==> src/rtl/tdma_arb.sv <==
module tdma_arb #(
  parameter int N_REQ    = 4,
  parameter int SLOTS    = 8,
  parameter int SLOT_CYC = 32
) (
  input  logic                          clk,
  input  logic                          rst,
  input  logic [N_REQ-1:0]              req,
  input  logic                          cfg_we,
  input  logic [$clog2(SLOTS > 1 ? SLOTS : 2):0] cfg_addr,
  input  logic [7:0]                    cfg_wdata,
  output logic [N_REQ-1:0]              gnt,
  output logic                          gnt_ready
);
  localparam int IDW = (N_REQ > 1) ? $clog2(N_REQ) : 1;
  localparam int SW  = $clog2(SLOTS > 1 ? SLOTS : 2);
  localparam int AW  = SW + 1;
  localparam int TW  = (SLOT_CYC > 1) ? $clog2(SLOT_CYC) : 1;
  localparam logic [TW-1:0]  LAST_TICK = TW'(SLOT_CYC - 1);
  localparam logic [SW-1:0]  LAST_SLOT = SW'(SLOTS - 1);
  localparam logic [IDW-1:0] LAST_ID   = IDW'(N_REQ - 1);

  function automatic logic [2:0] clamp_wait(input logic [3:0] v);
    if (v < 4'd2) return 3'd2;
    if (v > 4'd7) return 3'd7;
    return v[2:0];
  endfunction

  logic [TW-1:0]    tick;
  logic [SW-1:0]    slot;
  logic [SLOTS-1:0] own_stage, own_live;
  logic [IDW-1:0]   id_stage [SLOTS];
  logic [IDW-1:0]   id_live  [SLOTS];
  logic [2:0]       wait_stage, wait_live, wait_cnt;
  logic [IDW-1:0]   rr_ptr, rr_win;
  logic             rr_hit;

  wire slot_end  = (tick == LAST_TICK);
  wire frame_end = slot_end && (slot == LAST_SLOT);
  wire busy      = |gnt;

  always_ff @(posedge clk) begin
    if (rst) begin
      tick <= '0;
      slot <= '0;
    end else if (slot_end) begin
      tick <= '0;
      slot <= frame_end ? '0 : slot + 1'b1;
    end else begin
      tick <= tick + 1'b1;
    end
  end

  for (genvar i = 0; i < SLOTS; i++) begin : g_entry
    always_ff @(posedge clk) begin
      if (rst) begin
        own_stage[i] <= 1'b0;
        id_stage[i]  <= '0;
        own_live[i]  <= 1'b0;
        id_live[i]   <= '0;
      end else begin
        if (cfg_we && cfg_addr == AW'(i)) begin
          own_stage[i] <= cfg_wdata[7] && (32'(cfg_wdata[6:0]) < N_REQ);
          id_stage[i]  <= cfg_wdata[IDW-1:0];
        end
        if (frame_end) begin
          own_live[i] <= own_stage[i];
          id_live[i]  <= id_stage[i];
        end
      end
    end
  end

  always_ff @(posedge clk) begin
    if (rst) begin
      wait_stage <= 3'd2;
      wait_live  <= 3'd2;
    end else begin
      if (cfg_we && cfg_addr == AW'(SLOTS))
        wait_stage <= clamp_wait(cfg_wdata[3:0]);
      if (frame_end)
        wait_live <= wait_stage;
    end
  end

  wire [IDW-1:0] cur_id   = id_live[slot];
  wire           owner_ok = own_live[slot] && req[cur_id];

  always_comb begin
    rr_hit = 1'b0;
    rr_win = '0;
    for (int k = 0; k < N_REQ; k++) begin
      if (!rr_hit && req[(int'(rr_ptr) + k) % N_REQ]) begin
        rr_hit = 1'b1;
        rr_win = IDW'((int'(rr_ptr) + k) % N_REQ);
      end
    end
  end

  wire [IDW-1:0] win_id  = owner_ok ? cur_id : rr_win;
  wire [IDW-1:0] rr_next = (rr_win == LAST_ID) ? '0 : rr_win + 1'b1;

  always_ff @(posedge clk) begin
    if (rst) begin
      gnt       <= '0;
      gnt_ready <= 1'b0;
      wait_cnt  <= '0;
      rr_ptr    <= '0;
    end else if (!busy) begin
      if (rr_hit) begin
        gnt       <= N_REQ'(1) << win_id;
        gnt_ready <= 1'b0;
        wait_cnt  <= wait_live;
        if (!owner_ok) rr_ptr <= rr_next;
      end
    end else if (!(|(gnt & req))) begin
      gnt       <= '0;
      gnt_ready <= 1'b0;
    end else if (!gnt_ready) begin
      wait_cnt  <= wait_cnt - 3'd1;
      gnt_ready <= (wait_cnt == 3'd1);
    end
  end
endmodule

==> config.mk <==
export PLATFORM = sky130hd
export DESIGN_NAME = tdma_arb
export DESIGN_NICKNAME = d
export VERILOG_FILES = /design/src/rtl/tdma_arb.sv
export SDC_FILE = /design/constraint.sdc
export NUM_CORES = 1
export LEC_CHECK = 0
export BUFFER_PORTS_ARGS = -buffer_cell sky130_fd_sc_hd__buf_2
export CORE_MARGIN = 2
export CORE_UTILIZATION = 50
export DETAILED_ROUTE_END_ITERATION = 16
export GPL_ROUTABILITY_DRIVEN = 0
export PLACE_DENSITY = 0.77
export SLEW_MARGIN = 15
export SYNTH_ARGS = -nofsm -noshare
export SYNTH_HDL_FRONTEND = slang
export SYNTH_SLANG_ARGS = --single-unit
==> constraint.sdc <==
create_clock -name clk -period 5.2 [get_ports clk]
set_input_delay 1.04 -clock clk [delete_from_list [all_inputs] [get_ports clk]]
set_output_delay 1.04 -clock clk [all_outputs]
set_load 0.005 [all_outputs]
==> metrics.md, run 1 <==
| Metric | Value |
|---|---|
| Result of the run | `complete, no violations` |
| Port Buffers | `23` |
| Average via count per standard cell | `5.51` |
| Count of flip-flops with a built-in enable after synthesis | `32` |
| Height of the die | `85.5 µm` |
| First-pass GRT wire length | `10200 µm` |
| P&R area growth vs syn | `10.7%` |
| Area taken by multi-input logic gates | `1400 µm²` |
| Largest net degree at the start of global routing | `30` |
| DRC violations left | `0` |
| Required arrival time at the worst endpoint | `5.42 ns` |
| Sort of element at the start of the critical path | `flip-flop` |
| Final setup vio count | `0` |
| Crit Path Class | `flip-flop to flip-flop` |
| Congestion Overflow GR | `0` |
| Max-cap check violation count | `0` |
| Global-route total usage across every layer | `17.9%` |
| Maximum clock frequency | `371 MHz` |
| Setup clock skew after layout | `0.0111 ns` |
| DR WL/cell | `14.3 µm` |
| Crit Reg-Reg Startpoint | `tick[0]$_SDFF_PP0_` |
| Synth async-reset ratio | `0%` |
| Number of max-slew violations in the final report | `0` |
| Number of instances resized during post-cts repair | `0` |
| TritonCTS clock tree | `done` |
| Clk network pwr share | `31.1%` |
| Beginning of the worst hold path | `own_stage[6]$_SDFFE_PP0P_` |
| Number of nets produced by synthesis | `322` |
| CTS Root Buffer Type | `sky130_fd_sc_hd__clkbuf_8` |
| Skew-Pair Late Insertion Delay | `0.34 ns` |
| Maximum buffer depth of the clock tree | `2` |
| CP Data Arrival Time | `2.92 ns` |
| Post-route clock period utilization | `51.9%` |
| Synthesized area per cell | `11.2 µm²` |
| Count of hold-fix buffers inserted at cts | `0` |
| Worst supply voltage drop on vdd | `0.000341 V` |
| Routed via count | `2220` |
| Boundary pin count | `24` |
| Post-route ant nets | `0` |
| Portion of total power attributed to sequential cells | `49.3%` |
| Prevailing post-synth register cell | `sky130_fd_sc_hd__dfxtp_1` |
| Sw frac | `28.1%` |
| Netlist area before placement | `3320 µm²` |
| Number of global-route vias before repair | `2164` |
| Nature of the critical path endpoint | `flip-flop` |
| Hold Violations, Final | `0` |
| Synth cell count leaders | `43 x sky130_fd_sc_hd__dfxtp_1, 40 x sky130_fd_sc_hd__nor2_1, 32 x sky130_fd_sc_hd__edfxtp_1` |
| Actual transition at the worst max-transition pin | `0.820 ns` |
| Number of distinct library cells after synthesis | `52` |
| Core utilization of the finished layout | `57.6%` |
| Post-synthesis instance total | `297` |
| Leading post-synthesis cells by cell area | `sky130_fd_sc_hd__edfxtp_1 29%, sky130_fd_sc_hd__dfxtp_1 26%, sky130_fd_sc_hd__nor2_1 4.5%` |
| Dominant cell by count in the synthesized netlist | `sky130_fd_sc_hd__dfxtp_1` |
| Number of core rows | `29` |
| Power per standard cell area | `374 nW/µm²` |
| P_sw | `0.000387 W` |
| Starting density of the core | `52.0%` |
| Setup repair after global routing missed its margin | `no` |
| Slew HR | `44.9%` |
| Die area | `7310 µm²` |
| Layout filler cell count | `533` |
| Leakage | `1.43 nW` |
| Critical R2R Capture | `wait_live[1]$_SDFFE_PP1P_` |
| Start point of the critical path | `tick[0]$_SDFF_PP0_` |
| Setup_tns | `0 ns` |
| Cell taking the most area after synthesis | `sky130_fd_sc_hd__edfxtp_1` |
| Standard cell core area | `6390 µm²` |
| Min Clock Period, post-route | `2.70 ns` |
| R2R cell count | `7` |
| Reg2reg setup slack | `2.50 ns` |
| Share of the yosys chip area belonging to registers | `54.8%` |
| Drt initial violations | `113` |
| Combined flip-flop and latch cell area | `1820 µm²` |
| #FFs+latches synth | `75` |
| Placed wire-length estimate | `4310 µm` |
| Clock slew at the register clock pins of the worst setup and hold paths | `0.08 ns` |
| Share of post-route cells with drive strength above 1 | `18.4%` |
| Worst Hold Path Cells | `1` |
| Pint | `0.000989 W` |
| H-tree levels | `3` |
| Combinational Power Share | `19.6%` |
| Total wire length | `5780 µm` |
| Yosys synthesis warning count | `0` |
| Fin nets | `346` |
| Number of setup buffers added after CTS | `0` |
| Path type of the worst min-delay path | `flip-flop to flip-flop` |
| Number of diodes added for antenna fixing | `0` |
| Antenna violations before repair | `0` |
| End point of the worst hold path | `own_live[6]$_SDFFE_PP0P_` |
| Crit path max fanout | `18` |
| Post-synth top area share | `28.9%` |
| Drt pass-1 iters | `4` |
| Clock Sink Count | `75` |
| Clock buffer count from CTS | `9` |
| Chip Width | `85.5 µm` |
## worst max path at each step
stage / endpoint / slack [ns] / cells past startpoint
after floorplan: gnt[0]$_SDFFE_PP0P_ / 2.71 / 5
after global placement: id_live[6][0]$_SDFFCE_PN0P_ / 2.35 / 3
after detailed placement: wait_live[1]$_SDFFE_PP1P_ / 2.28 / 5
after CTS: wait_live[1]$_SDFFE_PP1P_ / 2.51 / 7
after global routing: wait_live[1]$_SDFFE_PP1P_ / 2.19 / 7
final: wait_live[1]$_SDFFE_PP1P_ / 2.50 / 7
## worst max-delay path: stages (launching register included)
cell and delay [ns]:
sky130_fd_sc_hd__dfxtp_1 0.34, sky130_fd_sc_hd__ha_1 0.23, sky130_fd_sc_hd__and3_1 0.19, sky130_fd_sc_hd__ha_1 0.32, sky130_fd_sc_hd__a21oi_1 0.66, sky130_fd_sc_hd__inv_1 0.53
sky130_fd_sc_hd__nor2_1 0.24, sky130_fd_sc_hd__a21oi_1 0.07
## per-layer routing
| metal | track usage, % | up-vias | wire length (µm) |
|---|---|---|---|
| met5 | 0 | - | 0 |
| met1 | 23.5 | 1030 | 2640 |
| li1 | - | 1138 | - |
| met4 | 8.23 | 0 | 95 |
| met3 | 3.46 | 8 | 230 |
| met2 | 28.8 | 44 | 2820 |
## state kept, by name (all words and copies together), names as in the netlist, named ones only
| name | count |
|---|---|
| own_stage | 8 |
| gnt_ready | 1 |
| rr_ptr | 2 |
| own_live | 8 |
| id_stage | 16 |
| wait_stage | 3 |
| slot | 3 |
| wait_live | 3 |
| gnt | 4 |
| tick | 5 |
| wait_cnt | 3 |
| id_live | 16 |
## through the flow
stage	worst slack, ns	instance area (µm²)	instances	hold WS, ns	power [W]
6_report	2.50	3680	403	0.473	0.00138
5_1_grt	2.19	3680	403	0.495	0.00145
4_1_cts	2.51	3680	403	0.470	0.00139
3_5_place_dp	2.28	3480	387	0.452	0.000961
3_3_place_gp	2.35	3480	387	0.445	0.000955
2_1_floorplan	2.71	3320	297	0.424	0.000896
## layout by cell type, fill, tap and decap left out, types with 2 or more instances in the layout
cell type                   n
sky130_fd_sc_hd__clkinv_4   2
sky130_fd_sc_hd__a32o_1     2
sky130_fd_sc_hd__xor2_1     2
sky130_fd_sc_hd__buf_2     23
sky130_fd_sc_hd__a211oi_1   2
sky130_fd_sc_hd__clkbuf_8  10
sky130_fd_sc_hd__o21ai_0    9
sky130_fd_sc_hd__nor2_1    40
sky130_fd_sc_hd__nor4_1     2
sky130_fd_sc_hd__mux4_2     5
sky130_fd_sc_hd__a21oi_1   16
sky130_fd_sc_hd__xnor2_1    2
sky130_fd_sc_hd__a22o_1    12
sky130_fd_sc_hd__nand2b_1   5
sky130_fd_sc_hd__nand2_1   18
sky130_fd_sc_hd__ha_1       6
sky130_fd_sc_hd__a32o_2     2
sky130_fd_sc_hd__inv_1     10
sky130_fd_sc_hd__a21boi_2   2
sky130_fd_sc_hd__dfxtp_1   43
sky130_fd_sc_hd__and2_1    17
sky130_fd_sc_hd__nor3b_1    3
sky130_fd_sc_hd__edfxtp_1  32
sky130_fd_sc_hd__inv_4      2
sky130_fd_sc_hd__and2_2     2
sky130_fd_sc_hd__nand3b_1   4
sky130_fd_sc_hd__nor3_1     6
sky130_fd_sc_hd__mux2i_1   11
sky130_fd_sc_hd__nand3_1    9
## power by group through the flow
stage               registers [W]  clock network [W]  logic (W)
finish                   0.000679           0.000428   0.000269
CTS                      0.000679           0.000437   0.000269
floorplan                0.000687                  0   0.000209
detailed placement       0.000693                  0   0.000267
global placement         0.000691                  0   0.000264
global route             0.000685           0.000463   0.000304
## cells by family (layout without fill, tap and decap cells)
logic type      Yosys count  in the layout  synth area share [%]
compound gates           58             58                  13.1
xor+xnor                  4              4                  1.05
fa+ha+maj                 6              6                  2.26
buf+inv                  21             50                  2.90
flops                    75             75                  54.8
mux                      20             20                  8.59
simple gates            113            113                  17.3
## final cells by class
type                       instances  area share [%]
multi-input combinational        201            38.2
timing repair buffer              24            3.33
clock buffer                      12            4.52
clock inverter                     4           0.816
tap                               77            2.62
inverter                          10            1.02
sequential                        75            49.5
Note: power is estimated with default switching activity, not from simulation.
==> inputs of run 2 (changes only) <==
- clock period: 5.2 -> 2.7 ns (I/O delays scaled with it)
==> metrics.md, run 2 (synthesized netlist as in run 1, its figures left out) <==
| Metric | Value |
|---|---|
| Path type of the worst min-delay path | `input port to flip-flop` |
| Core utilization of the finished layout | `58.5% (+0.86 points)` |
| Last element of the critical path | `wait_live[1]$_SDFFE_PP1P_` |
| CTS Root Buffer Type | `sky130_fd_sc_hd__clkbuf_8` |
| Drt pass-1 iters | `4 (unchanged)` |
| Actual transition at the worst max-transition pin | `0.753 ns (-0.0667 ns)` |
| Post-placement setup slack | `0.422 ns (-1.86 ns)` |
| Post-route ant nets | `0 (unchanged)` |
| Routed via count | `2239 (+0.86%)` |
| Max-cap check violation count | `0 (unchanged)` |
| Cell class contributing the biggest share of worst-path delay | `compound AO/OA/AOI/OAI gates` |
| Number of stages on the worst setup path | `8 (+1)` |
| Antenna violations before repair | `0 (unchanged)` |
| Reg2reg setup slack | `0.42 ns (-2.08 ns)` |
| Slew HR | `49.8% (+4.9 points)` |
| Count of hold-fix buffers inserted at cts | `0 (unchanged)` |
| Most used cells in the layout excluding fill and tap cells | `43 x sky130_fd_sc_hd__dfxtp_1, 40 x sky130_fd_sc_hd__nor2_1, 32 x sky130_fd_sc_hd__edfxtp_1` |
| Total wire length | `5770 µm (-0.17%)` |
| Number of global-route vias before repair | `2117 (-2.2%)` |
| Crit Path Class | `flip-flop to flip-flop` |
| Maximum buffer depth of the clock tree | `2 (unchanged)` |
| Largest registers | `id_live x16, id_stage x16` |
| Nature of the critical path endpoint | `flip-flop` |
| Highest-delay cell along the critical path | `sky130_fd_sc_hd__a21oi_1` |
| DRC violations left | `0 (unchanged)` |
| Setup repair after global routing missed its margin | `no` |
| Height of the die | `85.5 µm (unchanged)` |
| Number of max-slew violations in the final report | `0 (unchanged)` |
| Drt initial violations | `126 (+12%)` |
| TritonCTS clock tree | `done` |
| Number of setup buffers added after CTS | `0 (unchanged)` |
| Congestion Overflow GR | `0 (unchanged)` |
| P&R area growth vs syn | `12.4%` |
| CP Data Arrival Time | `2.52 ns (-0.40 ns)` |
| Largest net degree at the start of global routing | `28 (-6.7%)` |
| Boundary pin count | `24 (unchanged)` |
| Most common cell after layout, fill and taps aside | `sky130_fd_sc_hd__dfxtp_1` |
| Clock Sink Count | `75 (unchanged)` |
| Share of post-route cells with drive strength above 1 | `19.9% (+1.5 points)` |
| Post-route clock period utilization | `84.6% (+33 points)` |
| Crit Reg-Reg Startpoint | `tick[0]$_SDFF_PP0_` |
| Post-Place Cell Area | `3520 µm² (+1.1%)` |
| Maximum clock frequency | `438 MHz (+18%)` |
| Setup_tns | `0 ns (unchanged)` |
| Standard cell core area | `6390 µm² (unchanged)` |
| Die area | `7310 µm² (unchanged)` |
| Port Buffers | `23 (unchanged)` |
| Design area | `3730 µm² (+1.5%)` |
| Power per standard cell area | `733 nW/µm² (+96%)` |
| Worst path bufs/invs | `2 (+1)` |
| Crit path max fanout | `18 (unchanged)` |
| Starting density of the core | `52.0% (unchanged)` |
| Average via count per standard cell | `5.49 (-0.38%)` |
| Leakage | `1.46 nW (+2.5%)` |
| Start point of the critical path | `tick[0]$_SDFF_PP0_` |
| Min Clock Period, post-route | `2.28 ns (-0.415 ns)` |
| R2R cell count | `8 (+1)` |
| Setup slack of the critical path after layout | `0.417 ns (-2.08 ns)` |
| Result of the run | `complete, no violations` |
| Skew-Pair Late Insertion Delay | `0.35 ns (about the same)` |
| Number of core rows | `29 (unchanged)` |
| Sort of element at the start of the critical path | `flip-flop` |
| Power consumption | `0.00274 W (+99%)` |
| Fin nets | `351 (+1.4%)` |
| Number of instances resized during post-cts repair | `0 (unchanged)` |
| Clock buffer count from CTS | `9 (unchanged)` |
| Required arrival time at the worst endpoint | `2.93 ns (-2.49 ns)` |
| First-pass GRT wire length | `9780 µm (-4.0%)` |
| Critical R2R Capture | `wait_live[1]$_SDFFE_PP1P_` |
| CP peak stage delay | `0.65 ns (about the same)` |
| Ordered cell list for the critical path | `ha_1 -> and3_1 -> ha_1 -> a21oi_1 -> inv_1 -> buf_4 -> nor2_1 -> a21oi_1` |
| Clock slew at the register clock pins of the worst setup and hold paths | `0.08 ns (about the same)` |
| Setup clock skew after layout | `0.00902 ns (-0.00204 ns)` |
| Placed wire-length estimate | `4200 µm (-2.5%)` |
| Number of diodes added for antenna fixing | `0 (unchanged)` |
| DR WL/cell | `14.1 µm (-1.4%)` |
| Final setup vio count | `0 (unchanged)` |
| Worst supply voltage drop on vdd | `0.000412 V (+21%)` |
| Chip Width | `85.5 µm (unchanged)` |
| Global-route total usage across every layer | `17.5% (-0.40 points)` |
| H-tree levels | `3 (unchanged)` |
| Hold Violations, Final | `0 (unchanged)` |
-- run 2: worst min path at each step --
stage	from	endpoint	slack [ns]	cells after the start
after CTS	cfg_wdata[3]	wait_stage[0]$_SDFFE_PP0P_	0.45	3
after global placement	tick[0]$_SDFF_PP0_	tick[0]$_SDFF_PP0_	0.44	1
after floorplan	wait_stage[1]$_SDFFE_PP1P_	wait_live[1]$_SDFFE_PP1P_	0.42	2
final	cfg_wdata[3]	wait_stage[0]$_SDFFE_PP0P_	0.45	3
after detailed placement	tick[0]$_SDFF_PP0_	tick[0]$_SDFF_PP0_	0.45	1
after global routing	cfg_wdata[3]	wait_stage[0]$_SDFFE_PP0P_	0.47	3
-- run 2: final cells by class --
type,instances,area (µm²)
Multi-Input combinational cell,201,1400
Timing Repair Buffer,29,160
Tap cell,77,96.3
Clock buffer,12,188
Inverter,10,37.5
Sequential cell,75,1820
Fill cell,532,2650
Clock inverter,4,26.3
-- run 2: through the flow --
stage | hold WS [ns] | std cells
4_1_cts | 0.447 | 408
3_3_place_gp | 0.438 | 392
5_1_grt | 0.468 | 408
2_1_floorplan | 0.424 | 297
6_report | 0.451 | 408
3_5_place_dp | 0.446 | 392
-- run 2: routing by layer --
| metal | up-vias | GRT usage, % | part of all wire [%] |
|---|---|---|---|
| li1 | 1135 | - | - |
| met1 | 1040 | 22.1 | 46 |
| met2 | 54 | 28.3 | 47 |
| met3 | 10 | 5.20 | 4.5 |
| met4 | 0 | 7.22 | 2.1 |
| met5 | - | 0 | 0 |
-- run 2: worst min-delay path: stages --
cell and delay [ns]:
sky130_fd_sc_hd__buf_2 0.11, sky130_fd_sc_hd__inv_1 0.05, sky130_fd_sc_hd__a311oi_1 0.06
-- run 2: where the power goes --
part | internal [W] | switching (W)
registers | 0.00126 | 0.0000506
logic | 0.000255 | 0.000297
clock network | 0.000472 | 0.000406
==> inputs of run 3 (changes only) <==
- PLACE_DENSITY: 0.77 -> 0.8
- clock period: 2.7 -> 2 ns (I/O delays scaled with it)
==> metrics.md, run 3 (synthesized netlist as in run 1, its figures left out) <==
| Metric | Value |
|---|---|
| Average via count per standard cell | `5.49 (about the same)` |
| Sw frac | `28.6% (+1.0 points)` |
| Result of the run | `finished, violations left` |
| Setup clock skew after layout | `0.0127 ns (+0.00365 ns)` |
| Clock Sink Count | `75 (unchanged)` |
| Worst path bufs/invs | `0 (-2)` |
| CP peak stage delay | `0.53 ns (-0.12 ns)` |
| Chip Width | `85.5 µm (unchanged)` |
| P_sw | `0.00107 W (+41%)` |
| Min Clock Period, post-route | `2.09 ns (-0.196 ns)` |
| Routed via count | `2327 (+3.9%)` |
| CP Data Arrival Time | `2.33 ns (-0.19 ns)` |
| Required arrival time at the worst endpoint | `2.24 ns (-0.69 ns)` |
| Violations in the final reports | `setup timing` |
| Final setup vio count | `5 (+5)` |
| Clock buffer count from CTS | `9 (unchanged)` |
| Number of diodes added for antenna fixing | `0 (unchanged)` |
| Core utilization of the finished layout | `60.8% (+2.3 points)` |
| Most frequent CP cell | `sky130_fd_sc_hd__mux2_4` |
| Design area | `3880 µm² (+4.0%)` |
| Leakage | `1.55 nW (+5.7%)` |
| P&R area growth vs syn | `16.9%` |
| Die area | `7310 µm² (unchanged)` |
| Count of hold-fix buffers inserted at cts | `0 (unchanged)` |
| H-tree levels | `3 (unchanged)` |
| Nature of the critical path endpoint | `flip-flop` |
| Post-route ant nets | `0 (unchanged)` |
| Max-cap check violation count | `0 (unchanged)` |
| Power per standard cell area | `960 nW/µm² (+31%)` |
| Number of core rows | `29 (unchanged)` |
| Skew-Pair Late Insertion Delay | `0.35 ns (about the same)` |
| Met2 wire len | `3150 µm (+15%)` |
| Maximum clock frequency | `479 MHz (+9.4%)` |
| Portion of total power attributed to sequential cells | `47.2% (-0.6 points)` |
| Congestion Overflow GR | `0 (unchanged)` |
| Hold Violations, Final | `0 (unchanged)` |
| Total wire length | `6190 µm (+7.3%)` |
| Crit Path Class | `flip-flop to flip-flop` |
| Top Metal Used | `met4` |
| Post-Place Cell Area | `3650 µm² (+3.8%)` |
| Slew HR | `71.0% (+21 points)` |
| Path type of the worst min-delay path | `input port to flip-flop` |
| Setup slack of the critical path after layout | `-0.0872 ns (-0.504 ns)` |
| TritonCTS clock tree | `done` |
| Worst supply voltage drop on vdd | `0.000766 V (+86%)` |
| Height of the die | `85.5 µm (unchanged)` |
| Most used cells in the layout excluding fill and tap cells | `40 x sky130_fd_sc_hd__nor2_1, 40 x sky130_fd_sc_hd__dfxtp_1, 32 x sky130_fd_sc_hd__edfxtp_1` |
| Drt pass-1 iters | `4 (unchanged)` |
| CTS Root Buffer Type | `sky130_fd_sc_hd__clkbuf_8` |
| Layout filler cell count | `545 (+2.4%)` |
| Number of global-route vias before repair | `2288 (+8.1%)` |
| Antenna violations before repair | `0 (unchanged)` |
| Largest registers | `id_live x16, id_stage x16` |
| Post-placement setup slack | `-0.176 ns (-0.598 ns)` |
| Pint | `0.00266 W (+34%)` |
| Standard cell core area | `6390 µm² (unchanged)` |
| Clock slew at the register clock pins of the worst setup and hold paths | `0.09 ns (about the same)` |
| Setup repair after global routing missed its margin | `yes` |
| Largest net degree at the start of global routing | `28 (unchanged)` |
| Global-route total usage across every layer | `18.3% (+0.81 points)` |
| Fin nets | `367 (+4.6%)` |
| Highest-delay cell along the critical path | `sky130_fd_sc_hd__mux4_2` |
| Share of post-route cells with drive strength above 1 | `25.1% (+5.1 points)` |
| Port Buffers | `23 (unchanged)` |
| Sort of element at the start of the critical path | `flip-flop` |
| Cell class contributing the biggest share of worst-path delay | `multiplexers` |
| Boundary pin count | `24 (unchanged)` |
| Power consumption | `0.00373 W (+36%)` |
| Crit path max fanout | `5 (-13)` |
| Wire length on met3 | `230 µm (-11%)` |
| First-pass GRT wire length | `10300 µm (+4.9%)` |
| DRC violations left | `0 (unchanged)` |
| Combinational Power Share | `21.3% (+1.1 points)` |
| Actual transition at the worst max-transition pin | `0.434 ns (-0.319 ns)` |
| Post-route clock period utilization | `104% (+20 points)` |
| Ordered cell list for the critical path | `mux2i_1 -> mux4_2 -> mux2_4 -> o21ai_4 -> o21a_2 -> mux2_4` |
| Number of max-slew violations in the final report | `0 (unchanged)` |
| Setup_tns | `-0.166 ns (-0.166 ns)` |
| Met1 wire length | `2680 µm (+1.0%)` |
| Clk network pwr share | `31.5% (-0.6 points)` |
| Maximum buffer depth of the clock tree | `2 (unchanged)` |
| DR WL/cell | `14.6 µm (+3.2%)` |
| Drt initial violations | `102 (-19%)` |
| Starting density of the core | `52.0% (unchanged)` |
| Placed wire-length estimate | `4660 µm (+11%)` |
run 3: changes by cell type in the layout (fill, tap and decap cells not counted), moves of 2 or more:
cell | previous run | this run
sky130_fd_sc_hd__clkinv_4 | 1 | 3
sky130_fd_sc_hd__buf_12 | 0 | 2
sky130_fd_sc_hd__dfxtp_1 | 43 | 40
sky130_fd_sc_hd__buf_4 | 6 | 20
sky130_fd_sc_hd__dfxtp_4 | 0 | 2
sky130_fd_sc_hd__clkbuf_16 | 2 | 0
run 3: layout make-up:
| type | count | area [µm²] | area share (%) |
|---|---|---|---|
| clock buffer | 9 | 124 | 3.19 |
| clock inverter | 7 | 76.3 | 1.97 |
| inverter | 10 | 37.5 | 0.967 |
| multi-input combinational | 201 | 1410 | 36.4 |
| sequential | 75 | 1830 | 47.1 |
| tap | 77 | 96.3 | 2.48 |
| timing repair buffer | 45 | 305 | 7.86 |
run 3: worst min-delay path: stages:
cell and delay (ns):
sky130_fd_sc_hd__buf_2 0.11, sky130_fd_sc_hd__inv_1 0.05, sky130_fd_sc_hd__a311oi_1 0.07
run 3: per-stage QoR:
stage / std cells / hold WS, ns
floorplan: 297 / 0.424
global placement: 406 / 0.442
detailed placement: 406 / 0.451
CTS: 422 / 0.308
global route: 424 / 0.322
finish: 424 / 0.314
run 3: timing repair:
item | CTS | global route
setup buffers | 0 | 2
resized for setup | 1 | 4
cloned | 0 | 0
pin swaps | 0 | 3
setup endpoints to repair | 6 | 5
run 3: worst paths after layout:
path | end | slack [ns] | startpoint | depth (start not counted)
worst max-delay path | rr_ptr[0]$_SDFFE_PP0P_ | -0.09 | flip-flop | 6
worst min-delay path | wait_stage[0]$_SDFFE_PP0P_ | 0.31 | cfg_wdata[3] | 3
worst max register to register | rr_ptr[0]$_SDFFE_PP0P_ | -0.09 | flip-flop | 6
worst min register to register | tick[0]$_SDFF_PP0_ | 0.46 | tick[0]$_SDFF_PP0_ | 1
run 3: per-layer routing:
metal / GRT usage, % / up-vias
met2: 31.5 / 48
li1: - / 1176
met3: 2.60 / 11
met5: 0 / -
met1: 22.1 / 1092
met4: 10.4 / 0
run 3: power by group through the flow:
stage | combinational (W) | sequential [W] | clock, W
2_1_floorplan | 0.000556 | 0.00179 | 0
3_3_place_gp | 0.000748 | 0.00180 | 0
3_5_place_dp | 0.000771 | 0.00180 | 0
4_1_cts | 0.000773 | 0.00176 | 0.00119
5_1_grt | 0.000889 | 0.00177 | 0.00126
6_report | 0.000794 | 0.00176 | 0.00117
